`config.mk`:
```
export PLATFORM = sky130hd
export DESIGN_NAME = subvec_seq
export DESIGN_NICKNAME = d
export VERILOG_FILES = /design/src/rtl/subvec_seq_pkg.sv /design/src/rtl/subvec_seq_walk.sv /design/src/rtl/subvec_seq_lane.sv /design/src/rtl/subvec_seq.sv
export SDC_FILE = /design/constraint.sdc
export NUM_CORES = 1
export LEC_CHECK = 0
export BUFFER_PORTS_ARGS = -buffer_cell sky130_fd_sc_hd__buf_4
export CORE_UTILIZATION = 50
export DETAILED_ROUTE_END_ITERATION = 8
export GPL_TIMING_DRIVEN = 0
export PLACE_DENSITY = 0.75
export SLEW_MARGIN = 0
export SYNTH_ARGS = -nofsm -noshare
export SYNTH_HDL_FRONTEND = slang
export SYNTH_HIERARCHICAL = 1
export SYNTH_SLANG_ARGS = --single-unit
```
`constraint.sdc`:
```
create_clock -name clk -period 2.53 [get_ports clk]
set_clock_uncertainty 0.05 [all_clocks]
set_input_delay 0.253 -clock clk [delete_from_list [all_inputs] [get_ports clk]]
set_output_delay 0.253 -clock clk [all_outputs]
set_load 0.1 [all_outputs]
```
`src/rtl/subvec_seq_pkg.sv`:
```
package subvec_seq_pkg;

    localparam int unsigned DEF_VL_MAX = 64;
    localparam int unsigned DEF_SV_MAX = 4;

    typedef enum logic {
        S_IDLE = 1'b0,
        S_RUN  = 1'b1
    } seq_state_e;

endpackage

```
`src/rtl/subvec_seq_walk.sv`:
```
module subvec_seq_walk #(
    parameter int unsigned EW = 6,
    parameter int unsigned CW = 2
) (
    input  logic          clk,
    input  logic          rst_n,
    input  logic          load,
    input  logic          step,
    input  logic [EW-1:0] vl_m1,
    input  logic [CW-1:0] sv_m1,
    output logic [EW-1:0] elem,
    output logic [CW-1:0] comp,
    output logic          last
);

    typedef struct packed {
        logic [EW-1:0] elem;
        logic [CW-1:0] comp;
    } walk_t;

    walk_t st_d, st_q;

    logic comp_end;

    always_comb begin
        st_d     = st_q;
        comp_end = (st_q.comp == sv_m1);
        if (load) begin
            st_d.elem = '0;
            st_d.comp = '0;
        end else if (step) begin
            if (comp_end) begin
                st_d.comp = '0;
                st_d.elem = st_q.elem + 1'b1;
            end else begin
                st_d.comp = st_q.comp + 1'b1;
            end
        end
    end

    always_ff @(posedge clk or negedge rst_n) begin
        if (!rst_n) st_q <= '0;
        else        st_q <= st_d;
    end

    assign elem = st_q.elem;
    assign comp = st_q.comp;
    assign last = comp_end && (st_q.elem == vl_m1);

    // component advances by one inside an element
    p_comp_step_r2: assert property (@(posedge clk) disable iff (!rst_n)
        (step && !load && !last && comp != sv_m1)
        |=> (comp == $past(comp) + 1'b1) && (elem == $past(elem)));

    // element boundary wraps the component and bumps the element
    p_elem_step_r2: assert property (@(posedge clk) disable iff (!rst_n)
        (step && !load && !last && comp == sv_m1)
        |=> (comp == '0) && (elem == $past(elem) + 1'b1));

    // component never leaves the configured width during a walk
    p_comp_bound_r1: assert property (@(posedge clk) disable iff (!rst_n)
        step |-> comp <= sv_m1);

endmodule

```
`src/rtl/subvec_seq_lane.sv`:
```
module subvec_seq_lane #(
    parameter int unsigned SV_MAX = 4,
    parameter int unsigned CW     = 2
) (
    input  logic [SV_MAX*CW-1:0] swz,
    input  logic [CW-1:0]        sv_m1,
    input  logic [CW-1:0]        comp,
    input  logic                 pred_bit,
    output logic [CW-1:0]        src,
    output logic                 en,
    output logic                 err
);

    logic [CW-1:0]     sel [SV_MAX];
    logic [SV_MAX-1:0] bad;

    for (genvar d = 0; d < SV_MAX; d++) begin : g_dst
        assign sel[d] = swz[d*CW +: CW];
        assign bad[d] = (sel[d] > sv_m1);
    end

    always_comb begin
        src = sel[comp];
        err = bad[comp];
        en  = pred_bit && !err;
    end

endmodule

```
`src/rtl/subvec_seq.sv`:
```
module subvec_seq
    import subvec_seq_pkg::*;
#(
    parameter int unsigned VL_MAX = DEF_VL_MAX,
    parameter int unsigned SV_MAX = DEF_SV_MAX
) (
    input  logic                            clk,
    input  logic                            rst_n,
    input  logic                            start,
    input  logic [$clog2(VL_MAX)-1:0]       cfg_vl_m1,
    input  logic [$clog2(SV_MAX)-1:0]       cfg_sv_m1,
    input  logic [SV_MAX*$clog2(SV_MAX)-1:0] cfg_swz,
    input  logic [VL_MAX-1:0]               cfg_pred,
    output logic                            busy,
    output logic                            req_valid,
    input  logic                            req_ready,
    output logic [$clog2(VL_MAX)-1:0]       req_elem,
    output logic [$clog2(SV_MAX)-1:0]       req_comp,
    output logic [$clog2(SV_MAX)-1:0]       req_src,
    output logic                            req_en,
    output logic                            req_swz_err,
    output logic                            done
);

    localparam int unsigned EW = $clog2(VL_MAX);
    localparam int unsigned CW = $clog2(SV_MAX);
    localparam int unsigned SW = SV_MAX * CW;

    typedef struct packed {
        seq_state_e    st;
        logic          done;
        logic [EW-1:0] vl_m1;
        logic [CW-1:0] sv_m1;
        logic [SW-1:0] swz;
        logic [VL_MAX-1:0] pred;
    } ctl_t;

    ctl_t ctl_d, ctl_q;

    logic          load;
    logic          fire;
    logic          last;
    logic [EW-1:0] elem;
    logic [CW-1:0] comp;

    assign load = (ctl_q.st == S_IDLE) && start;
    assign fire = req_valid && req_ready;

    always_comb begin
        ctl_d      = ctl_q;
        ctl_d.done = 1'b0;
        if (load) begin
            ctl_d.st    = S_RUN;
            ctl_d.vl_m1 = cfg_vl_m1;
            ctl_d.sv_m1 = cfg_sv_m1;
            ctl_d.swz   = cfg_swz;
            ctl_d.pred  = cfg_pred;
        end else if (ctl_q.st == S_RUN && fire && last) begin
            ctl_d.st   = S_IDLE;
            ctl_d.done = 1'b1;
        end
    end

    always_ff @(posedge clk or negedge rst_n) begin
        if (!rst_n) ctl_q <= '{st: S_IDLE, default: '0};
        else        ctl_q <= ctl_d;
    end

    subvec_seq_walk #(
        .EW (EW),
        .CW (CW)
    ) u_walk (
        .clk   (clk),
        .rst_n (rst_n),
        .load  (load),
        .step  (fire),
        .vl_m1 (ctl_q.vl_m1),
        .sv_m1 (ctl_q.sv_m1),
        .elem  (elem),
        .comp  (comp),
        .last  (last)
    );

    subvec_seq_lane #(
        .SV_MAX (SV_MAX),
        .CW     (CW)
    ) u_lane (
        .swz      (ctl_q.swz),
        .sv_m1    (ctl_q.sv_m1),
        .comp     (comp),
        .pred_bit (ctl_q.pred[elem]),
        .src      (req_src),
        .en       (req_en),
        .err      (req_swz_err)
    );

    assign busy      = (ctl_q.st == S_RUN);
    assign req_valid = busy;
    assign req_elem  = elem;
    assign req_comp  = comp;
    assign done      = ctl_q.done;

    // a stalled request keeps every field
    p_stall_hold_r8: assert property (@(posedge clk) disable iff (!rst_n)
        (req_valid && !req_ready)
        |=> req_valid && $stable(req_elem) && $stable(req_comp)
            && $stable(req_src) && $stable(req_en) && $stable(req_swz_err));

    // final acceptance is followed by done with the request side idle
    p_done_after_last_r6: assert property (@(posedge clk) disable iff (!rst_n)
        (fire && last) |=> done && !req_valid && !busy);

    // done lasts one cycle
    p_done_single_r6: assert property (@(posedge clk) disable iff (!rst_n)
        done |=> !done);

    // start during a walk leaves the latched configuration alone
    p_cfg_frozen_r7: assert property (@(posedge clk) disable iff (!rst_n)
        (busy && start)
        |=> $stable(ctl_q.vl_m1) && $stable(ctl_q.sv_m1)
            && $stable(ctl_q.swz) && $stable(ctl_q.pred));

    // a cleared predicate bit mutes its element
    p_pred_gate_r3: assert property (@(posedge clk) disable iff (!rst_n)
        (req_valid && !ctl_q.pred[req_elem]) |-> !req_en);

    // a selector error never carries an enable
    p_err_mute_r5: assert property (@(posedge clk) disable iff (!rst_n)
        req_swz_err |-> !req_en);

    // a walk opens at element 0, component 0
    p_first_req_r2: assert property (@(posedge clk) disable iff (!rst_n)
        $rose(busy) |-> (req_elem == '0) && (req_comp == '0));

endmodule

```
# [Yosys cells after proc, flatten, opt, wreduce, memory -nomap -nowiden]
# Cells that the tools add are included.
[op_classes] n_bitwise=2 n_mux=14 n_addsub=2 order_cmp=7 n_eq_ne=2 reduce_logical=11
[op_table] op="8-bit 2-to-1 mux" n=2
[op_table] op="2-bit > comparator" n=4
[op_table] op="2-bit 2-to-1 mux" n=4
[op_table] op="6-bit by 7-bit < comparator with 1-bit output (second input constant)" n=1
[op_table] op="6-bit by 1-bit adder with 6-bit output (second input constant)" n=1
[op_table] op="1-bit binary-select mux with 6-bit select" n=1
[op_table] op="6-bit equality test" n=1
[op_table] op="1-bit logical AND" n=6
[op_table] op="6-bit 2-to-1 mux" n=1
[op_table] op="2-bit nonzero test" n=3
[op_table] op="2-bit binary-select mux with 2-bit select" n=1
[op_table] op="1-bit 2-to-1 mux" n=4
[op_table] op="3-bit >= comparator (second input constant)" n=1
[op_table] op="2-bit by 3-bit < comparator with 1-bit output (second input constant)" n=1
[op_table] op="2-bit inverter with 3-bit output" n=1
[op_table] op="2-bit by 1-bit adder with 2-bit output (second input constant)" n=1
[op_table] op="1-bit binary-select mux with 2-bit select" n=1
[op_table] op="2-bit equality test" n=1
[op_table] op="2-bit AND reduction" n=1
[op_table] op="1-bit zero test" n=1
[op_table] op="1-bit inverter" n=1
[word_totals] reg_bits=90 elab_cells=46 inputBits=84 out_inout_bits=15

# [Longest topological paths before layout]
[logic_depth] depth_word=5 mapped_depth=9 ltp_nobuf=7

# [Cells and area by module]
# Netlist, hierarchy kept.
[modules_own_cells] mod="subvec_seq" cells_each=226 seq_area_each_um2=2052.0 n_inst=1 area_per_inst_um2=3681.0
[modules_own_cells] mod="subvec_seq_walk" cells_each=51 seq_area_each_um2=200.2 n_inst=1 area_per_inst_um2=490.5
[modules_own_cells] mod="subvec_seq_lane" cells_each=35 seq_area_each_um2=0.0 n_inst=1 area_per_inst_um2=274.0

# [Least setup slack after synthesis]
# No wires, ideal clock.
[synth_path] path_kind="register to output" start="register u_walk.st_q (netlist bit u_walk/elem[1])" end="output req_en" t_arrival_ps=3816 n_path_buf=2 path_slack_ps=-1589 required_ps=2227 path_stages_with_launch=10 cell_sequence="dfrtp_1 > clkbuf_8 > buf_2 > mux4_1 > mux2i_1 > and3_1 > a2bb2oi_1 > nor3_1 > nand2_1 > o22ai_1"
[synth_between] elab_chain_len=3
[synth_lines] item="start: declaration" line_no="subvec_seq_walk.sv:21" source="walk_t st_d, st_q;"
[synth_lines] item="start signal: assignment" line_no="subvec_seq_walk.sv:43" source="else st_q <= st_d;"
[synth_lines] item="1-bit binary-select mux with 6-bit select" line_no="subvec_seq.sv:91" source=".pred_bit (ctl_q.pred[elem]),"
[synth_lines] item="1-bit 2-to-1 mux (not written as such)" line_no="subvec_seq.sv:91"
[synth_lines] item="1-bit logical AND" line_no="subvec_seq_lane.sv:25" source="en = pred_bit && !err;"
[synth_lines] item="end: declaration" line_no="subvec_seq.sv:20" source="output logic req_en,"
# No other way between the ends. The select of a mux whose other input is x is not followed.

# [Worst setup path after layout]
[layout_path] start="register u_walk.st_q (netlist bit u_walk/elem[0])" end="output req_en"
# Same word-level chain as after synthesis.

==> impl_metrics.xml <==
<?xml version="1.0" encoding="UTF-8"?>
<metrics>
  <group name="synth">
    <metric name="synth-async-reset-ratio" unit="">1.00</metric>
    <metric name="postSynthRegisterBits" unit="">90</metric>
    <metric name="synth_top_cells_by_area" unit="">sky130_fd_sc_hd__dfrtp_1 51%, sky130_fd_sc_hd__mux2_2 21%, sky130_fd_sc_hd__mux4_1 7.7%, sky130_fd_sc_hd__ha_1 2.5%, sky130_fd_sc_hd__mux4_2 2.0%</metric>
    <metric name="ys.warnings.count" unit="">6</metric>
    <metric name="synth.avg_cell_area" unit="sq um">14.2</metric>
    <metric name="post_synth_instance_area" unit="sq mm">0.00445</metric>
    <metric name="synth_cell_type_count" unit="">42</metric>
    <metric name="synth_top_cell_by_area" unit="">sky130_fd_sc_hd__dfrtp_1</metric>
    <metric name="yosysTopAreaCellShare" unit="">0.507</metric>
    <metric name="yosys-top-cells-count" unit="">90 x sky130_fd_sc_hd__dfrtp_1, 83 x sky130_fd_sc_hd__mux2_2, 13 x sky130_fd_sc_hd__mux4_1</metric>
    <metric name="post_synthesis_cell_count" unit="">312</metric>
    <metric name="number_of_synthesized_flops_with_an_enable_pin" unit="">0</metric>
    <metric name="syn_nets" unit="">405</metric>
    <metric name="synth_sequential_area_ratio" unit="">0.507</metric>
    <metric name="ys_dominant_reg_cell" unit="">sky130_fd_sc_hd__dfrtp_1</metric>
    <metric name="synth.most_common_cell" unit="">sky130_fd_sc_hd__dfrtp_1</metric>
  </group>
  <group name="worst_setup_path">
    <metric name="cp_top_family" unit="">multiplexers</metric>
    <metric name="crit_arrival" unit="ns">2.60</metric>
    <metric name="cp-startpoint" unit="">u_walk/elem[0]$_DFFE_PN0P_</metric>
    <metric name="worstSetupStartpointType" unit="">flop</metric>
    <metric name="cells_traversed_along_the_worst_timing_path" unit="">buf_12, buf_16, mux4_1, mux2i_1, nor2_1, nor4_2, nor3_2, nand2b_1, o22ai_4, buf_12</metric>
    <metric name="timing.reg2reg.setup_slack" unit="ns">0.11</metric>
    <metric name="timing.critical_path.buf_inv" unit="">3</metric>
    <metric name="category_of_the_most_critical_setup_path" unit="">reg2out</metric>
    <metric name="endpoint_kind" unit="">output pin</metric>
    <metric name="cp_slowest_stage_delay" unit="ns">0.53</metric>
    <metric name="cpMaxStageDelayCell" unit="">sky130_fd_sc_hd__mux4_1</metric>
    <metric name="reg2reg_to" unit="">u_walk/elem[5]$_DFFE_PN0P_</metric>
    <metric name="worst-path-max-fanout" unit="">7</metric>
    <metric name="crit_required" unit="ns">2.23</metric>
    <metric name="cp_common_cell" unit="">sky130_fd_sc_hd__buf_12</metric>
    <metric name="crit-reg2reg-launch" unit="">busy$_DFFE_PN0P_</metric>
    <metric name="worst-r2r-cell-count" unit="">7</metric>
  </group>
  <group name="status">
    <metric name="violations_in_the_final_reports" unit="">setup timing</metric>
    <metric name="outcome" unit="">finished, violations left</metric>
  </group>
  <group name="layout">
    <metric name="layout-drive-gt1-share" unit="">0.546</metric>
    <metric name="nNetsFinal" unit="">520</metric>
    <metric name="syn2layout_area_growth" unit="%">26.3</metric>
    <metric name="fin_cells" unit="">540</metric>
    <metric name="design_area" unit="sq mm">0.00561</metric>
    <metric name="insertedDiodeCount" unit="">0</metric>
    <metric name="post-route-util" unit="">0.647</metric>
  </group>
  <group name="sta">
    <metric name="finalHoldViolations" unit="">0</metric>
    <metric name="final.period_utilization" unit="">1.15</metric>
    <metric name="worst_slew_pin_slew" unit="ns">1.11</metric>
    <metric name="setup_repair_after_global_routing_missed_its_margin" unit="">yes</metric>
    <metric name="maxSlewViolCount" unit="">0</metric>
    <metric name="slew_headroom" unit="">0.258</metric>
    <metric name="report.final.setup_viol" unit="">1</metric>
    <metric name="time_the_worst_path_needs_with_i_o_delays_and_setup" unit="ns">2.90</metric>
    <metric name="finalHoldWorstSlack" unit="ns">0.0594</metric>
    <metric name="setup_tns" unit="ns">-0.372</metric>
    <metric name="final.setup.worst_slack" unit="ns">-0.372</metric>
    <metric name="fmax" unit="GHz">0.345</metric>
  </group>
  <group name="route">
    <metric name="first_iter_violations" unit="">112</metric>
    <metric name="avgViaCountPerCell" unit="">5.51</metric>
    <metric name="via_count" unit="">2975</metric>
    <metric name="post_drt_wl_per_cell" unit="microns">17.2</metric>
    <metric name="drtAntennaViolNets" unit="">0</metric>
    <metric name="first_pass_iters" unit="">4</metric>
    <metric name="drc_errors" unit="">0</metric>
    <metric name="wirelength" unit="microns">9280</metric>
  </group>
  <group name="die">
    <metric name="floorplan.initialDensity" unit="">0.512</metric>
    <metric name="count_of_boundary_i_o_pins" unit="">99</metric>
    <metric name="core_area" unit="sq mm">0.00868</metric>
    <metric name="die_w" unit="microns">96.3</metric>
    <metric name="chipHeight" unit="microns">96.3</metric>
    <metric name="dieArea" unit="sq mm">0.00927</metric>
    <metric name="fp-row-count" unit="">34</metric>
  </group>
  <group name="clock_tree">
    <metric name="tritoncts_clock_tree" unit="">yes</metric>
    <metric name="clock_tree.buffer_depth" unit="">2</metric>
    <metric name="cts_made_buffers" unit="">9</metric>
    <metric name="clkSlewWorstSetupHoldPaths" unit="ns">0.09</metric>
    <metric name="cts-htree-levels" unit="">3</metric>
    <metric name="cts.root.buffer_cell" unit="">sky130_fd_sc_hd__clkbuf_8</metric>
    <metric name="number_of_clock_sinks" unit="">90</metric>
    <metric name="cts_hold_repair.buffers" unit="">0</metric>
    <metric name="insertion_delay" unit="ns">0.35</metric>
  </group>
  <group name="place">
    <metric name="io_buffers" unit="">98</metric>
    <metric name="gp_routability_congestion" unit="">0.763</metric>
    <metric name="post-place-cells" unit="">518</metric>
    <metric name="post-place-ws" unit="ns">-0.286</metric>
    <metric name="place_hpwl" unit="microns">6580</metric>
    <metric name="post_dp_cell_area" unit="sq mm">0.00534</metric>
  </group>
  <group name="power">
    <metric name="power.leakage" unit="nW">2.55</metric>
    <metric name="pwr_density_cell" unit="mW/mm^2">1350</metric>
    <metric name="total_power" unit="mW">7.57</metric>
    <metric name="worst_ir_drop_vdd" unit="uV">1240</metric>
  </group>
  <group name="hold_path">
    <metric name="worstHoldPathType" unit="">in2async</metric>
  </group>
  <group name="run">
    <metric name="max_cap_viol_count" unit="">0</metric>
  </group>
  <group name="global_routing">
    <metric name="grt-ovfl-total" unit="">0</metric>
    <metric name="grt_pass1_vias" unit="">3033</metric>
    <metric name="grt_start_max_net_pins" unit="">91</metric>
    <metric name="initial_antenna_violation_count" unit="">0</metric>
    <metric name="grt_pass1_wl" unit="microns">14800</metric>
    <metric name="global_route.usage.total" unit="">0.214</metric>
  </group>
</metrics>
-- report_power, final --
part / total, mW / internal [mW] / switching, mW / leakage, nW
Sequential: 2.65 / 2.13 / 0.519 / 1.10
Clock: 0.892 / 0.366 / 0.526 / 0.0795
Combinational: 4.03 / 1.90 / 2.14 / 1.37
-- how the worst max path moves through the flow --
stage | to | slack (ns) | cells after the start
after floorplan | req_en | -0.28 | 9
after global placement | req_en | -0.23 | 10
after detailed placement | req_en | -0.29 | 10
after CTS | req_en | -0.38 | 9
after global routing | req_en | -0.50 | 10
final | req_en | -0.37 | 10
-- metal layers --
metal / part of all wire / track usage / up-vias / routed length (microns)
met2: 0.49 / 0.358 / 79 / 4580
met3: 0.052 / 0.0561 / 10 / 482
met4: 0.011 / 0.0613 / 0 / 104
li1: - / - / 1371 / -
met1: 0.44 / 0.276 / 1515 / 4110
met5: 0 / 0 / - / 0
-- registers in the layout, summed over array words and instances, names as in the netlist --
name         count
ctl_q           80
u_walk/elem      6
u_walk/comp      2
busy             1
done             1
-- kinds of logic (layout without fill, tap and decap cells) --
group                      count (synthesis)  count (layout)  synth area share
xor gates and xnor gates                  12              12            0.0236
adders and majority gates                  9               9            0.0253
AOI/OAI and AO/OA                         20              20            0.0290
buffers and inverters                     25             145            0.0332
DFF                                       90              90             0.507
and+or+nand+nor                           50              50            0.0614
muxes                                    106             106             0.321
-- cell usage in the layout (no fill, tap or decap), types with 3 or more instances in the layout --
cell type / netlist / routed
sky130_fd_sc_hd__a21oi_1: 7 / 7
sky130_fd_sc_hd__ha_1: 9 / 9
sky130_fd_sc_hd__clkinvlp_4: 0 / 3
sky130_fd_sc_hd__mux2i_1: 6 / 6
sky130_fd_sc_hd__buf_2: 7 / 6
sky130_fd_sc_hd__xnor2_1: 7 / 7
sky130_fd_sc_hd__o21ai_1: 3 / 3
sky130_fd_sc_hd__buf_12: 1 / 3
sky130_fd_sc_hd__buf_6: 2 / 3
sky130_fd_sc_hd__clkbuf_8: 1 / 10
sky130_fd_sc_hd__mux4_1: 13 / 9
sky130_fd_sc_hd__nand2_1: 9 / 9
sky130_fd_sc_hd__buf_4: 1 / 102
sky130_fd_sc_hd__clkbuf_1: 4 / 5
sky130_fd_sc_hd__nor2b_1: 9 / 9
sky130_fd_sc_hd__nor2_1: 10 / 10
sky130_fd_sc_hd__mux2_2: 83 / 83
sky130_fd_sc_hd__mux4_2: 4 / 8
sky130_fd_sc_hd__xor2_1: 5 / 5
sky130_fd_sc_hd__nand4_1: 3 / 3
sky130_fd_sc_hd__nor3_1: 5 / 3
sky130_fd_sc_hd__inv_1: 8 / 7
sky130_fd_sc_hd__dfrtp_1: 90 / 86
-- timing repair --
action | in CTS | in global routing
resized for setup | 12 | 3
setup buffers | 6 | 0
gates cloned | 1 | 0
setup endpoints to repair | 1 | 2
hold endpoints to repair | 0 | 0
pin swaps | 4 | 0
-- final cells by class --
cell class | count | area [sq um]
multi-input combinational | 197 | 2060
timing repair buffer | 105 | 837
clock buffer | 10 | 128
fill | 686 | 3060
clock inverter | 6 | 48.8
sequential | 90 | 2260
buffer | 16 | 113
inverter | 8 | 30.0
tap | 108 | 135
(Power assumes the default switching activity.)
